## src/rtl/brt_pkg.sv

```systemverilog
package brt_pkg;
  typedef struct packed {
    logic vld;
    logic hs;
    logic he;
    logic vs;
    logic ve;
  } ctl_t;
endpackage

```

## src/rtl/brt_pos_track.sv

```systemverilog
module brt_pos_track #(
  parameter int W = 320,
  parameter int H = 240
) (
  input  logic                       clk_i,
  input  logic                       rst_ni,
  input  logic                       valid_i,
  input  logic                       hstart_i,
  input  logic                       hend_i,
  input  logic                       vstart_i,
  input  logic                       vend_i,
  output logic [$clog2(W+1)-1:0]     cur_col_o,
  output logic [$clog2(H+1)-1:0]     cur_row_o,
  output logic                       live_o
);
  localparam int CW = $clog2(W+1);
  localparam int RW = $clog2(H+1);
  localparam logic [CW-1:0] COL_MAX = CW'(W);
  localparam logic [RW-1:0] ROW_MAX = RW'(H);

  logic [CW-1:0] col_q, col_c;
  logic [RW-1:0] row_q, row_c;
  logic          line_q, frame_q, line_c, frame_c;

  always_comb begin
    col_c   = hstart_i ? '0 : col_q;
    if (vstart_i)                         row_c = '0;
    else if (hstart_i && row_q != ROW_MAX) row_c = row_q + RW'(1);
    else                                  row_c = row_q;
    line_c  = hstart_i | line_q;
    frame_c = vstart_i | frame_q;
  end

  always_ff @(posedge clk_i or negedge rst_ni) begin
    if (!rst_ni) begin
      col_q   <= '0;
      row_q   <= '0;
      line_q  <= 1'b0;
      frame_q <= 1'b0;
    end else if (valid_i) begin
      col_q   <= (col_c == COL_MAX) ? col_c : col_c + CW'(1);
      row_q   <= row_c;
      line_q  <= line_c & ~hend_i;
      frame_q <= frame_c & ~vend_i;
    end
  end

  assign cur_col_o = col_c;
  assign cur_row_o = row_c;
  assign live_o    = valid_i & line_c & frame_c;


  row_restart_chk: assert property (@(posedge clk_i) disable iff (!rst_ni)
    (valid_i && vstart_i) |=> (row_q == '0 && frame_q == !$past(vend_i)));


  idle_hold_chk: assert property (@(posedge clk_i) disable iff (!rst_ni)
    !valid_i |=> ($stable(col_q) && $stable(row_q)));


  col_bound_chk: assert property (@(posedge clk_i) disable iff (!rst_ni)
    col_q <= COL_MAX);
endmodule

```

## src/rtl/brt_window.sv

```systemverilog
module brt_window
  import brt_pkg::*;
#(
  parameter int W  = 320,
  parameter int H  = 240,
  parameter int LC = 7,
  parameter int LR = 7
) (
  input  logic [$clog2(W+1)-1:0] cur_col_i,
  input  logic [$clog2(H+1)-1:0] cur_row_i,
  input  logic                   live_i,
  output ctl_t                   ctl_o
);
  localparam int CW = $clog2(W+1);
  localparam int RW = $clog2(H+1);
  localparam logic [CW-1:0] COL_LO = CW'(LC);
  localparam logic [CW-1:0] COL_HI = CW'(W - 1 - LC);
  localparam logic [RW-1:0] ROW_LO = RW'(LR);
  localparam logic [RW-1:0] ROW_HI = RW'(H - 1 - LR);

  logic col_lo_ok, row_lo_ok, col_ok, row_ok;

  // zero trim leaves no lower bound to compare against
  if (LC == 0) begin : g_col_nolo
    assign col_lo_ok = 1'b1;
  end else begin : g_col_lo
    assign col_lo_ok = (cur_col_i >= COL_LO);
  end

  if (LR == 0) begin : g_row_nolo
    assign row_lo_ok = 1'b1;
  end else begin : g_row_lo
    assign row_lo_ok = (cur_row_i >= ROW_LO);
  end

  assign col_ok = col_lo_ok & (cur_col_i <= COL_HI);
  assign row_ok = row_lo_ok & (cur_row_i <= ROW_HI);

  always_comb begin
    ctl_o.vld = live_i & col_ok & row_ok;
    ctl_o.hs  = ctl_o.vld & (cur_col_i == COL_LO);
    ctl_o.he  = ctl_o.vld & (cur_col_i == COL_HI);
    ctl_o.vs  = ctl_o.hs  & (cur_row_i == ROW_LO);
    ctl_o.ve  = ctl_o.he  & (cur_row_i == ROW_HI);
  end
endmodule

```

## src/rtl/brt_out_reg.sv

```systemverilog
module brt_out_reg
  import brt_pkg::*;
#(
  parameter int PIX_W = 8
) (
  input  logic             clk_i,
  input  logic             rst_ni,
  input  logic [PIX_W-1:0] data_i,
  input  ctl_t             ctl_i,
  output logic [PIX_W-1:0] data_o,
  output ctl_t             ctl_o
);
  always_ff @(posedge clk_i or negedge rst_ni) begin
    if (!rst_ni) begin
      data_o <= '0;
      ctl_o  <= '0;
    end else begin
      data_o <= data_i;
      ctl_o  <= ctl_i;
    end
  end


  vs_with_hs_chk: assert property (@(posedge clk_i) disable iff (!rst_ni)
    ctl_o.vs |-> ctl_o.hs);


  ve_with_he_chk: assert property (@(posedge clk_i) disable iff (!rst_ni)
    ctl_o.ve |-> ctl_o.he);


  marks_need_valid_chk: assert property (@(posedge clk_i) disable iff (!rst_ni)
    (ctl_o.hs || ctl_o.he) |-> ctl_o.vld);
endmodule

```

## src/rtl/frame_border_trim.sv

```systemverilog
module frame_border_trim
  import brt_pkg::*;
#(
  parameter int PIX_W   = 8,
  parameter int FRAME_W = 320,
  parameter int FRAME_H = 240,
  parameter int KERN_W  = 15,
  parameter int KERN_H  = 15
) (
  input  logic             clk_i,
  input  logic             rst_ni,
  input  logic [PIX_W-1:0] data_i,
  input  logic             valid_i,
  input  logic             hstart_i,
  input  logic             hend_i,
  input  logic             vstart_i,
  input  logic             vend_i,
  output logic [PIX_W-1:0] data_o,
  output logic             valid_o,
  output logic             hstart_o,
  output logic             hend_o,
  output logic             vstart_o,
  output logic             vend_o
);
  localparam int TRIM_C = KERN_W / 2;
  localparam int TRIM_R = KERN_H / 2;
  localparam int CW     = $clog2(FRAME_W + 1);
  localparam int RW     = $clog2(FRAME_H + 1);

  logic [CW-1:0] cur_col;
  logic [RW-1:0] cur_row;
  logic          live;
  ctl_t          ctl_nxt, ctl_q;

  brt_pos_track #(.W(FRAME_W), .H(FRAME_H)) u_pos (
    .clk_i     (clk_i),
    .rst_ni    (rst_ni),
    .valid_i   (valid_i),
    .hstart_i  (hstart_i),
    .hend_i    (hend_i),
    .vstart_i  (vstart_i),
    .vend_i    (vend_i),
    .cur_col_o (cur_col),
    .cur_row_o (cur_row),
    .live_o    (live)
  );

  brt_window #(.W(FRAME_W), .H(FRAME_H), .LC(TRIM_C), .LR(TRIM_R)) u_win (
    .cur_col_i (cur_col),
    .cur_row_i (cur_row),
    .live_i    (live),
    .ctl_o     (ctl_nxt)
  );

  brt_out_reg #(.PIX_W(PIX_W)) u_out (
    .clk_i  (clk_i),
    .rst_ni (rst_ni),
    .data_i (data_i),
    .ctl_i  (ctl_nxt),
    .data_o (data_o),
    .ctl_o  (ctl_q)
  );

  assign valid_o  = ctl_q.vld;
  assign hstart_o = ctl_q.hs;
  assign hend_o   = ctl_q.he;
  assign vstart_o = ctl_q.vs;
  assign vend_o   = ctl_q.ve;


  valid_from_input_chk: assert property (@(posedge clk_i) disable iff (!rst_ni)
    valid_o |-> $past(valid_i));


  idle_no_output_chk: assert property (@(posedge clk_i) disable iff (!rst_ni)
    !valid_i |=> !(valid_o || hstart_o || hend_o || vstart_o || vend_o));


  data_pass_chk: assert property (@(posedge clk_i) disable iff (!rst_ni)
    valid_i |=> (data_o == $past(data_i)));
endmodule

```

## config.mk

```make
export PLATFORM = sky130hd
export DESIGN_NAME = frame_border_trim
export DESIGN_NICKNAME = d
export VERILOG_FILES = /design/src/rtl/brt_pkg.sv /design/src/rtl/brt_pos_track.sv /design/src/rtl/brt_window.sv /design/src/rtl/brt_out_reg.sv /design/src/rtl/frame_border_trim.sv
export SDC_FILE = /design/constraint.sdc
export NUM_CORES = 1
export LEC_CHECK = 0
export ABC_AREA = 1
export BUFFER_PORTS_ARGS = -buffer_cell sky130_fd_sc_hd__buf_2
export CAP_MARGIN = 20
export CORE_UTILIZATION = 40
export CTS_CLUSTER_DIAMETER = 30
export DETAILED_ROUTE_END_ITERATION = 6
export GPL_ROUTABILITY_DRIVEN = 0
export SETUP_SLACK_MARGIN = 0.3
export SYNTH_ARGS = -nofsm -noshare
export SYNTH_HDL_FRONTEND = slang
export SYNTH_SLANG_ARGS = --single-unit
```

## constraint.sdc

```tcl
create_clock -name clk_i -period 1.7 [get_ports clk_i]
set_input_delay 0.34 -clock clk_i [delete_from_list [all_inputs] [get_ports clk_i]]
set_output_delay 0.34 -clock clk_i [all_outputs]
set_load 0.01 [all_outputs]
```

## Yosys cells after proc, flatten, opt, wreduce, memory -nomap -nowiden

Cells that the tools add are included.
Widths: inputs -> output; s select.

| storage, ports and cells | value |
|---|---|
| flip-flop bits (word level) | 32 |
| output and inout bits | 13 |
| word-level logic and storage cells | 43 |
| input bits | 15 |

| operators by class | value |
|---|---|
| $add $sub $neg | 2 |
| reductions and logical operators | 1 |
| eq/ne operators | 6 |
| muxes and demuxes | 4 |
| $lt $le $gt $ge | 4 |
| bitwise gates (word level) | 16 |

Operators by type and width:

| kind | count |
|---|---|
| $eq 9x9->1 const B | 2 |
| $mux 9 | 2 |
| $mux 8 | 2 |
| $and 1x1->1 | 12 |
| $add 9x1->9 const B | 1 |
| $eq 9x3->1 const B | 1 |
| $ge 9x3->1 const B | 1 |
| $le 9x9->1 const B | 1 |
| $add 8x1->8 const B | 1 |
| $eq 8x3->1 const B | 1 |
| $eq 8x8->1 const B | 1 |
| $ge 8x3->1 const B | 1 |
| $le 8x8->1 const B | 1 |
| $ne 8x8->1 const B | 1 |
| $not 1->1 | 2 |
| $or 1x1->1 | 2 |
| $logic_and 1x1->1 | 1 |

## Longest topological paths before layout

Gate-level depths: netlist (run 1).

| depth | value |
|---|---|
| depth in word-level cells | 9 |
| mapped depth | 15 |
| depth with buffers taken out | 15 |

## Hierarchy

From an unflattened synthesis (run 1), not the netlist that was laid out.

| unflattened totals | value |
|---|---|
| cell total of the unflattened synthesis | 253 |
| area, all modules | 1,849.3 um^2 |

By module, submodules not included:

| module | seq. area each (um^2) | cells each | times used | area each (um^2) |
|---|---|---|---|---|
| brt_pos_track | 475.5 | 197 | 1 | 1,331.3 |
| brt_out_reg | 325.3 | 13 | 1 | 325.3 |
| brt_window | 0.0 | 43 | 1 | 192.7 |

## Worst setup path before layout (run 1)

OpenSTA, ideal clock, no wires.

| path | value |
|---|---|
| path type | input port to flip-flop |
| start point | input port hstart_i |
| end point | register u_out.ctl_o[0] (netlist bit) |
| path buffers | 2 |
| data required time | 1,627 ps |
| slack | -109 ps |
| arrival | 1,737 ps |
| cell stages on the path | 11 |
| setup time | 73 ps |
| cells stage by stage | buf_2 -> buf_2 -> nor2_1 -> inv_1 -> ha_1 -> nand2_1 -> nor4_1 -> nor3_1 -> nor2_1 -> nand4_1 -> nor2_1 |

RTL lines:

| what | RTL line | source |
|---|---|---|
| from (decl) | frame_border_trim.sv:14 | `input logic hstart_i,` |
| to (signal assigned) | brt_out_reg.sv:19 | `ctl_o <= ctl_i;` |
| to (decl) | brt_out_reg.sv:11 | `output ctl_t ctl_o` |

==> results of run 1 <==
==> cell usage in the layout (no fill, tap or decap), types with 4 or more instances in the layout <==
cell type,instances
buf_2,26
nand2_1,54
o21ai_2,4
nor2_4,4
xor2_1,6
buf_4,39
nor2_1,16
nor2_2,11
nor3_1,4
buf_6,5
dfrtp_1,29
nand2_2,12
nand2_4,16
o21ai_1,7
nand4_1,7
clkbuf_8,5
nand3_1,11
inv_2,9
inv_1,23
==> layout make-up <==
cell class / instances / share of cell area
Timing Repair Buffer: 71 / 0.175
Inverter: 34 / 0.0477
Clock inverter: 3 / 0.00854
Sequential cell: 32 / 0.289
Multi-Input combinational cell: 180 / 0.432
Clock buffer: 5 / 0.0247
Tap cell: 52 / 0.0234
==> registers in the layout, summed over array words and instances, names as in the netlist <==
name / flops
u_pos.col_q: 9
u_out.data_o: 8
u_pos.row_q: 8
u_out.ctl_o: 5
u_pos.frame_q: 1
u_pos.line_q: 1
==> cell families (layout without fill, tap and decap cells) <==
| logic type | Yosys count | count (layout) | synth area share |
|---|---|---|---|
| adders and majority gates | 4 | 4 | 0.0272 |
| AOI/OAI and AO/OA | 24 | 24 | 0.0734 |
| and+or+nand+nor | 144 | 144 | 0.343 |
| xor gates and xnor gates | 8 | 8 | 0.0381 |
| buffers and inverters | 40 | 113 | 0.0836 |
| DFF | 32 | 32 | 0.435 |
==> worst max-delay path, stage by stage, from the launching register on <==
cell and delay [ns]:
dfrtp_1 0.42, inv_2 0.09, ha_4 0.14, nand2_4 0.04
nor2_4 0.15, nand2_4 0.11, nand2_8 0.15, nand2_4 0.07
nand2_4 0.07, nand2_4 0.06, buf_4 0.13, buf_4 0.12
buf_4 0.12, nand4_1 0.07, nor2_1 0.05
==> report_power, final <==
group / internal, W / total, W / leakage (nW) / switching [W]
combinational: 0.000193 / 0.000435 / 0.951 / 0.000243
clock: 0.000289 / 0.000594 / 0.0404 / 0.000305
sequential: 0.000804 / 0.000837 / 0.413 / 0.0000325
==> routing by layer <==
metal	global-route usage	routed length [um]	vias to the layer above
met2	0.344	2420	50
met5	0	0	-
met3	0.0378	202	10
met4	0.0978	108	0
li1	-	-	937
met1	0.233	2140	881
==> what timing repair did <==
action | 4_1_cts | 5_1_grt
setup endpoints to repair | 17 | 19
cloned | 0 | 0
setup buffers | 9 | 7
resized for setup | 33 | 58
hold buffers | 0 | 0
pin swaps | 9 | 27
==> metrics by stage <==
stage / hold slack, ns / power [W]
after floorplan: 0.0444 / 0.00102
after global placement: 0.396 / 0.00114
after detailed placement: 0.394 / 0.00114
after CTS: 0.0800 / 0.00180
after global routing: 0.119 / 0.00196
final: 0.0658 / 0.00187
==> worst max-delay path by stage <==
stage,from,cells past startpoint,end
after floorplan,u_pos.row_q[0],14,u_out.ctl_o[0]
after global placement,u_pos.row_q[1],14,u_out.ctl_o[0]
after detailed placement,u_pos.row_q[0],14,u_out.ctl_o[0]
after CTS,u_pos.row_q[1],14,u_out.ctl_o[0]
after global routing,u_pos.row_q[0],14,u_out.ctl_o[1]
final,u_pos.row_q[0],14,u_out.ctl_o[0]
==> impl_metrics.env, run 1 <==
export IMPL_r2r_end="u_out.ctl_o[0]"
export IMPL_p_per_area_nw_per_um2=671
export IMPL_synthFlopType="dfrtp_1"
export IMPL_htree_levels=2
export IMPL_status="finished with violations"
export IMPL_port_buffers=27
export IMPL_reg2reg_from="u_pos.row_q[0]"
export IMPL_fin_crit_ns=1.90
export IMPL_synth_top_area_share=0.435
export IMPL_numCtsBuffers=5
export IMPL_ant_nets=0
export IMPL_drt_first_pass_iters=4
export IMPL_gr_total_overflow=0
export IMPL_synth_nets=271
export IMPL_ys_seq_area_frac=0.435
export IMPL_core_um2=4380
export IMPL_grt_first_pass_wirelength_um=7680
export IMPL_cp_data_arrival_time_ns=2.09
export IMPL_clock_latency_ns=0.29
export IMPL_reg2reg_slack_ns=-0.20
export IMPL_min_path_type="input port to async pin"
export IMPL_utilization=0.635
export IMPL_finalSetupTns_ns=-0.836
export IMPL_criticalPathCategory="flip-flop to flip-flop"
export IMPL_synth_area_per_cell_um2=7.30
export IMPL_clkSinkCount=32
export IMPL_drc=0
export IMPL_dieHeight_um=69.8
export IMPL_drv_slew=0
export IMPL_postLayoutSetupSlackWorst_ns=-0.204
export IMPL_synth_area_leaders="dfrtp_1, nand2_1, inv_1"
export IMPL_cp_end_kind="flip-flop"
export IMPL_die_w_um=69.8
export IMPL_path_max_fanout=8
export IMPL_final_area_um2=2780
export IMPL_placed_cells=353
export IMPL_wl_per_cell_um=12.9
export IMPL_grtUsageTotal=0.198
export IMPL_multi_input_area_um2=1200
export IMPL_vias=1878
export IMPL_hold_viol_final=0
export IMPL_die_area_um2=4880
export IMPL_grt_pass1_vias=1849
export IMPL_fp_row_count=24
export IMPL_drv_cap=0
export IMPL_antenna_found_initial=0
export IMPL_place_ws_ns=-0.176
export IMPL_dpl_hpwl_um=3120
export IMPL_ys_types=26
export IMPL_fillers=382
export IMPL_crit_path_start_kind="flip-flop"
export IMPL_viasPerCell=4.98
export IMPL_rsz0062_at_grt="yes"
export IMPL_place_area_um2=2280
export IMPL_ir_drop_mv=0.486
export IMPL_fmax_mhz=525
export IMPL_synth_cells=252
export IMPL_path_clk_slew_ns=0.07
export IMPL_tightestPinTransition_ns=0.750
export IMPL_initial_utilization=0.420
export IMPL_layoutNonFillerInstCount=377
export IMPL_area_growth_pct=51.2
export IMPL_timing_final_crit_share=1.12
export IMPL_clockBufferDepth=2
export IMPL_drt_iter0_drc=139
export IMPL_relSlewSlack=0.499
export IMPL_synth_most_common_cell="nand2_1"
export IMPL_cts_tree="done"
export IMPL_p_leak_nw=1.41
export IMPL_worstRegToRegCells=14
export IMPL_synth_edf_count=0
export IMPL_drive_above_1_share=0.480
export IMPL_nets=343
export IMPL_ios=28
export IMPL_required_ns=1.88
export IMPL_ys_top_cells_by_count="nand2_1, dfrtp_1, inv_1"
export IMPL_grt_max_degree=33
export IMPL_ys_async_sr_fraction=1.00
export IMPL_ys_ff_latch=32
export IMPL_synth_warning_count=0
export IMPL_seqCellArea_um2=805
export IMPL_root_buffer="clkbuf_8"
export IMPL_drt_total_wl_um=4870
export IMPL_violations="negative setup slack"
export IMPL_antennaDiodeCount=0
export IMPL_clock_skew_ns=0.00396
export IMPL_synth_largest_area_cell="dfrtp_1"
export IMPL_finalSetupViolCount=6
export IMPL_synth_cell_area_um2=1840
Power figures use the tool's default switching activity.
==> inputs of run 2 (changes only) <==
Settings changed: CORE_MARGIN from default to 10, CTS_BUF_LIST from default to sky130_fd_sc_hd__clkbuf_4 sky130_fd_sc_hd__clkbuf_8.
==> run 2 against run 1 <==
Compared with the run above:
- the flow still finishes with violations (negative setup slack)
- final cell count grew 2.7%
- worst setup slack gained 0.10 ns
- clock skew grew 0.00076 ns
- non-clock buffer count grew 10
- total power grew 3.1%
- utilization shrank 0.74 points
- critical path depth is the same
- design area shrank 0.49%
- first-iteration DRC count shrank 24%
- worst hold slack gained 0.016 ns
- sequential power shrank 0.5%
- flip-flop and latch count is the same
- largest cell class unchanged
- highest routed layer unchanged
==> impl_metrics.env, run 2 (synthesized netlist as in run 1, its figures left out) <==
export IMPL_cp_data_arrival_time_ns=2.01
export IMPL_slowest_stage="dfrtp_1"
export IMPL_top_layer_used="met4"
export IMPL_place_area_um2=2340
export IMPL_path_clk_slew_ns=0.07
export IMPL_grt_pass1_vias=1801
export IMPL_crit_path_frequent_cell="nand2_2"
export IMPL_cts_tree="done"
export IMPL_area_growth_pct=50.4
export IMPL_timing_final_crit_share=1.06
export IMPL_p_leak_nw=1.41
export IMPL_postLayoutSetupSlackWorst_ns=-0.0998
export IMPL_place_ws_ns=-0.165
export IMPL_grt_first_pass_wirelength_um=8450
export IMPL_root_buffer="clkbuf_8"
export IMPL_drt_first_pass_iters=4
export IMPL_criticalPathCategory="flip-flop to flip-flop"
export IMPL_path_max_fanout=6
export IMPL_violations="negative setup slack"
export IMPL_ant_nets=0
export IMPL_core_um2=4410
export IMPL_drc=0
export IMPL_drv_cap=0
export IMPL_drt_total_wl_um=5080
export IMPL_status="finished with violations"
export IMPL_port_buffers=27
export IMPL_relSlewSlack=0.521
export IMPL_clkSinkCount=32
export IMPL_antennaDiodeCount=0
export IMPL_ir_drop_mv=0.564
export IMPL_dieHeight_um=87.8
export IMPL_cp_end_kind="flip-flop"
export IMPL_htree_levels=2
export IMPL_top_register="u_pos.col_q"
export IMPL_grt_max_degree=33
export IMPL_die_area_um2=7710
export IMPL_path_cells="inv_2 -> ha_4 -> nand2_4 -> nor2_4 -> nand2_4 -> nand3_1 -> nand2_2 -> nand2_1 -> nand2_2 -> nor2_1 -> nand2_1 -> nand2_2 -> nand4_1 -> nor2_1"
export IMPL_tightestPinTransition_ns=0.718
export IMPL_drive_above_1_share=0.445
export IMPL_layoutNonFillerInstCount=387
export IMPL_initial_utilization=0.417
export IMPL_fp_row_count=24
export IMPL_finalSetupViolCount=5
export IMPL_numCtsBuffers=5
export IMPL_vias=1866
export IMPL_rsz0062_at_grt="yes"
export IMPL_placed_cells=362
export IMPL_ios=28
export IMPL_wl_met2_um=2500
export IMPL_fillers=370
export IMPL_dpl_hpwl_um=3490
export IMPL_worst_path_largest_cell_delay_ns=0.38
export IMPL_hold_viol_final=0
export IMPL_final_cell_mix="nand2_1, buf_4, dfrtp_1"
export IMPL_viasPerCell=4.82
export IMPL_gr_total_overflow=0
export IMPL_wl_per_cell_um=13.1
export IMPL_die_w_um=87.8
export IMPL_layout_commonest_cell="nand2_1"
export IMPL_drt_iter0_drc=106
export IMPL_reg_top3="u_pos.col_q: 9 flops, u_out.data_o: 8 flops, u_pos.row_q: 8 flops"
export IMPL_worstRegToRegCells=14
export IMPL_startpoint="u_pos.row_q[0]"
export IMPL_seqCellArea_um2=805
export IMPL_wl_met1_um=2240
export IMPL_design_power_total_w=0.00192
export IMPL_antenna_found_initial=0
export IMPL_reg2reg_from="u_pos.row_q[0]"
export IMPL_clock_latency_ns=0.28
export IMPL_clockBufferDepth=2
export IMPL_multi_input_area_um2=1090
export IMPL_clock_skew_ns=0.00472
export IMPL_fmax_mhz=556
export IMPL_crit_path_start_kind="flip-flop"
export IMPL_utilization=0.627
export IMPL_fin_crit_ns=1.80
export IMPL_final_area_um2=2770
export IMPL_nets=353
export IMPL_largest_reg_flops=9
export IMPL_p_per_area_nw_per_um2=695
export IMPL_drv_slew=0
export IMPL_wl_met3_um=216
export IMPL_grtUsageTotal=0.136
export IMPL_required_ns=1.91
export IMPL_min_path_type="input port to async pin"
==> run 2: changes by cell type in the layout (fill, tap and decap cells not counted), moves of 3 or more <==
cell     delta
o21ai_1     +3
nand2_1    +10
nor2_2      -3
nor2_1      +3
buf_4       +4
buf_6       +6
nand2_4    -12
==> run 2: metrics by stage <==
| step | hold slack, ns | setup TNS, ns |
|---|---|---|
| detailed placement | 0.387 | -0.720 |
| global route | 0.102 | -1.22 |
| finish | 0.0820 | -0.339 |
| CTS | 0.0881 | -0.437 |
| global placement | 0.390 | -0.536 |
| floorplan | 0.0444 | 0 |
==> run 2: worst paths after layout <==
check | endpoint | slack [ns]
min in group clk_i | u_out.data_o[6] | 0.16
hold / removal | u_pos.row_q[1] | 0.08
setup / recovery | u_out.ctl_o[0] | -0.1
setup reg to reg | u_out.ctl_o[0] | -0.1
max in group asynchronous | u_pos.row_q[3] | 1.30
hold reg to reg | u_pos.line_q | 0.48
==> run 2: report_power, final <==
part / total [W] / internal (W) / switching, W / leakage [nW]
clock network: 0.000633 / 0.000362 / 0.000271 / 0.0523
registers: 0.000833 / 0.000805 / 0.0000283 / 0.413
logic: 0.000459 / 0.000216 / 0.000243 / 0.943
total: 0.00192 / 0.00138 / 0.000542 / 1.41
==> run 2: worst max-delay path: cells and delay by family, from the launching register on <==
kind | cells | cell delay [ns]
simple gates | 12 | 1.13
flops | 1 | 0.38
fa+ha+maj | 1 | 0.14
buf+inv | 1 | 0.08
==> run 2: timing repair <==
item / CTS / global route
pin swaps: 14 / 15
endpoints found under the setup margin: 19 / 20
buffers inserted: 6 / 11
hold buffers: 0 / 0
resized for setup: 36 / 29
==> run 2: final cells by class <==
type / count / share of cell area
clock buffer: 8 / 0.0352
tap: 52 / 0.0235
inverter: 34 / 0.0461
sequential: 32 / 0.291
timing repair buffer: 81 / 0.210
multi-input combinational: 180 / 0.394
==> run 2: per-layer routing <==
metal  GRT usage  up-vias
met2       0.216       45
met3      0.0306       11
met1       0.173      855
met4      0.0594        0
li1            -      955
met5           0        -
==> inputs of run 3 (changes only) <==
Settings changed: BUFFER_PORTS_ARGS -buffer_cell sky130_fd_sc_hd__buf_2 to default, DONT_BUFFER_PORTS from default to 1.
==> run 3 against run 2 <==
Compared with the run above:
- the run still ends with negative setup slack left
- critical path depth up 1
- clock power up 27%
- sequential power up 1%
- critical path type unchanged
- largest cell class unchanged
- highest routed layer unchanged
==> impl_metrics.env, run 3 (synthesized netlist as in run 1, its figures left out) <==
export IMPL_status="finished with violations"
export IMPL_violations="negative setup slack"
export IMPL_vias=1759
export IMPL_drt_iter0_drc=57
export IMPL_criticalPathCategory="flip-flop to flip-flop"
export IMPL_layoutNonFillerInstCount=352
export IMPL_crit_path_start_kind="flip-flop"
export IMPL_dieHeight_um=87.8
export IMPL_numCtsBuffers=5
export IMPL_viasPerCell=5.00
export IMPL_p_leak_nw=1.29
export IMPL_top_register="u_pos.col_q"
export IMPL_path_max_fanout=8
export IMPL_grt_max_degree=33
export IMPL_cts_tree="done"
export IMPL_p_seq_frac=0.412
export IMPL_r2r_end="u_out.ctl_o[2]"
export IMPL_drive_above_1_share=0.430
export IMPL_port_buffers=0
export IMPL_drv_cap=0
export IMPL_min_path_type="input port to flip-flop"
export IMPL_die_w_um=87.8
export IMPL_placed_cells=320
export IMPL_finalSetupTns_ns=-1.39
export IMPL_nets=318
export IMPL_reg_top3="u_pos.col_q: 9 flops, u_out.data_o: 8 flops, u_pos.row_q: 8 flops"
export IMPL_layout_commonest_cell="nand2_1"
export IMPL_p_per_area_nw_per_um2=763
export IMPL_utilization=0.608
export IMPL_finalSetupViolCount=7
export IMPL_initial_utilization=0.417
export IMPL_required_ns=1.87
export IMPL_rsz0062_at_grt="yes"
export IMPL_root_buffer="clkbuf_8"
export IMPL_intPower_w=0.00151
export IMPL_cp_data_arrival_time_ns=2.13
export IMPL_clock_latency_ns=0.29
export IMPL_path_clk_slew_ns=0.07
export IMPL_fp_row_count=24
export IMPL_holdPathEnd="u_out.data_o[6]"
export IMPL_hold_viol_final=0
export IMPL_final_cell_mix="nand2_1, buf_4, dfrtp_1"
export IMPL_antennaDiodeCount=0
export IMPL_relSlewSlack=0.603
export IMPL_p_clk_frac=0.393
export IMPL_grtUsageTotal=0.130
export IMPL_postLayoutSetupSlackWorst_ns=-0.257
export IMPL_largest_reg_flops=9
export IMPL_worstRegToRegCells=15
export IMPL_switching_share=0.263
export IMPL_place_area_um2=2100
export IMPL_wl_per_cell_um=14.4
export IMPL_htree_levels=2
export IMPL_switching_power_w=0.000538
export IMPL_die_area_um2=7710
export IMPL_core_um2=4410
export IMPL_dpl_hpwl_um=3220
export IMPL_clock_skew_ns=0.0122
export IMPL_gr_total_overflow=0
export IMPL_ant_nets=0
export IMPL_fmax_mhz=511
export IMPL_ir_drop_mv=0.523
export IMPL_ios=28
export IMPL_hold_slack_ns=0.0737
export IMPL_grt_pass1_vias=1781
export IMPL_reg2reg_from="u_pos.row_q[1]"
export IMPL_final_area_um2=2680
export IMPL_tightestPinTransition_ns=0.595
export IMPL_grt_first_pass_wirelength_um=8020
export IMPL_clkSinkCount=32
export IMPL_drc=0
export IMPL_drt_total_wl_um=5070
export IMPL_drt_first_pass_iters=4
export IMPL_fin_crit_ns=1.96
export IMPL_timing_final_crit_share=1.15
export IMPL_hold_start="data_i[6]"
export IMPL_clockBufferDepth=2
export IMPL_comb_power_share=0.195
export IMPL_drv_slew=0
export IMPL_holdPathStages=0
export IMPL_area_growth_pct=45.8
export IMPL_antenna_found_initial=0
export IMPL_reg2reg_slack_ns=-0.26
export IMPL_cp_end_kind="flip-flop"
-- run 3: through the flow --
step                setup WS, ns  power, W
finish                    -0.257   0.00205
floorplan                 0.0337   0.00102
global placement         -0.0772   0.00107
detailed placement        -0.134   0.00108
CTS                       -0.126   0.00199
global route              -0.371   0.00215
-- run 3: what timing repair did --
action	in CTS	in global routing
setup buffers	11	11
hold buffers	2	0
pin swaps	6	15
gates cloned	0	0
endpoints found under the setup margin	16	19
gates resized for setup	29	52
endpoints found under the hold margin	32	0
-- run 3: power groups by stage --
stage               Sequential [W]  Combinational, W  Clock (W)
global placement          0.000851          0.000224          0
detailed placement        0.000851          0.000226          0
finish                    0.000843          0.000399   0.000805
CTS                       0.000840          0.000321   0.000834
floorplan                 0.000848          0.000171          0
global route              0.000848          0.000442   0.000859
-- run 3: layout make-up --
type                            count  area (um2)
Inverter                           34         130
Sequential cell                    32         805
Clock buffer                        7        96.3
Tap cell                           52        65.1
Clock inverter                      1        30.0
Timing Repair Buffer               46         379
Multi-Input combinational cell    180        1180
Fill cell                         357        1730
-- run 3: layer usage --
metal  up-vias  wire length (um)  global-route usage
met5         -                 0                   0
met4         0               133              0.0623
met3        13               233              0.0418
met2        38              2590               0.222
met1       818              2120               0.142
li1        890                 -                   -
-- run 3: worst max-delay path by stage --
stage | endpoint | cells after the start | start | slack [ns]
finish | u_out.ctl_o[2] | 15 | u_pos.row_q[1] | -0.26
global route | u_out.ctl_o[2] | 15 | u_pos.row_q[1] | -0.37
CTS | u_out.ctl_o[0] | 15 | u_pos.row_q[0] | -0.13
detailed placement | u_out.ctl_o[0] | 13 | u_pos.row_q[0] | -0.13
global placement | u_out.ctl_o[0] | 14 | u_pos.row_q[0] | -0.08
floorplan | u_out.ctl_o[0] | 14 | u_pos.row_q[0] | 0.03
-- run 3: worst max-delay path, cell delays in order (launching register included) --
cell     delay [ns]
dfrtp_2        0.45
inv_2          0.08
ha_4           0.13
nand2_4        0.05
nor2_4         0.15
nand2_4        0.12
nand2_8        0.13
nand2_1        0.06
nand2_1        0.07
nand2_2        0.09
nand2_1        0.12
inv_1          0.06
nor2_2         0.09
nand2_2        0.07
nand4_1        0.12
inv_1          0.05
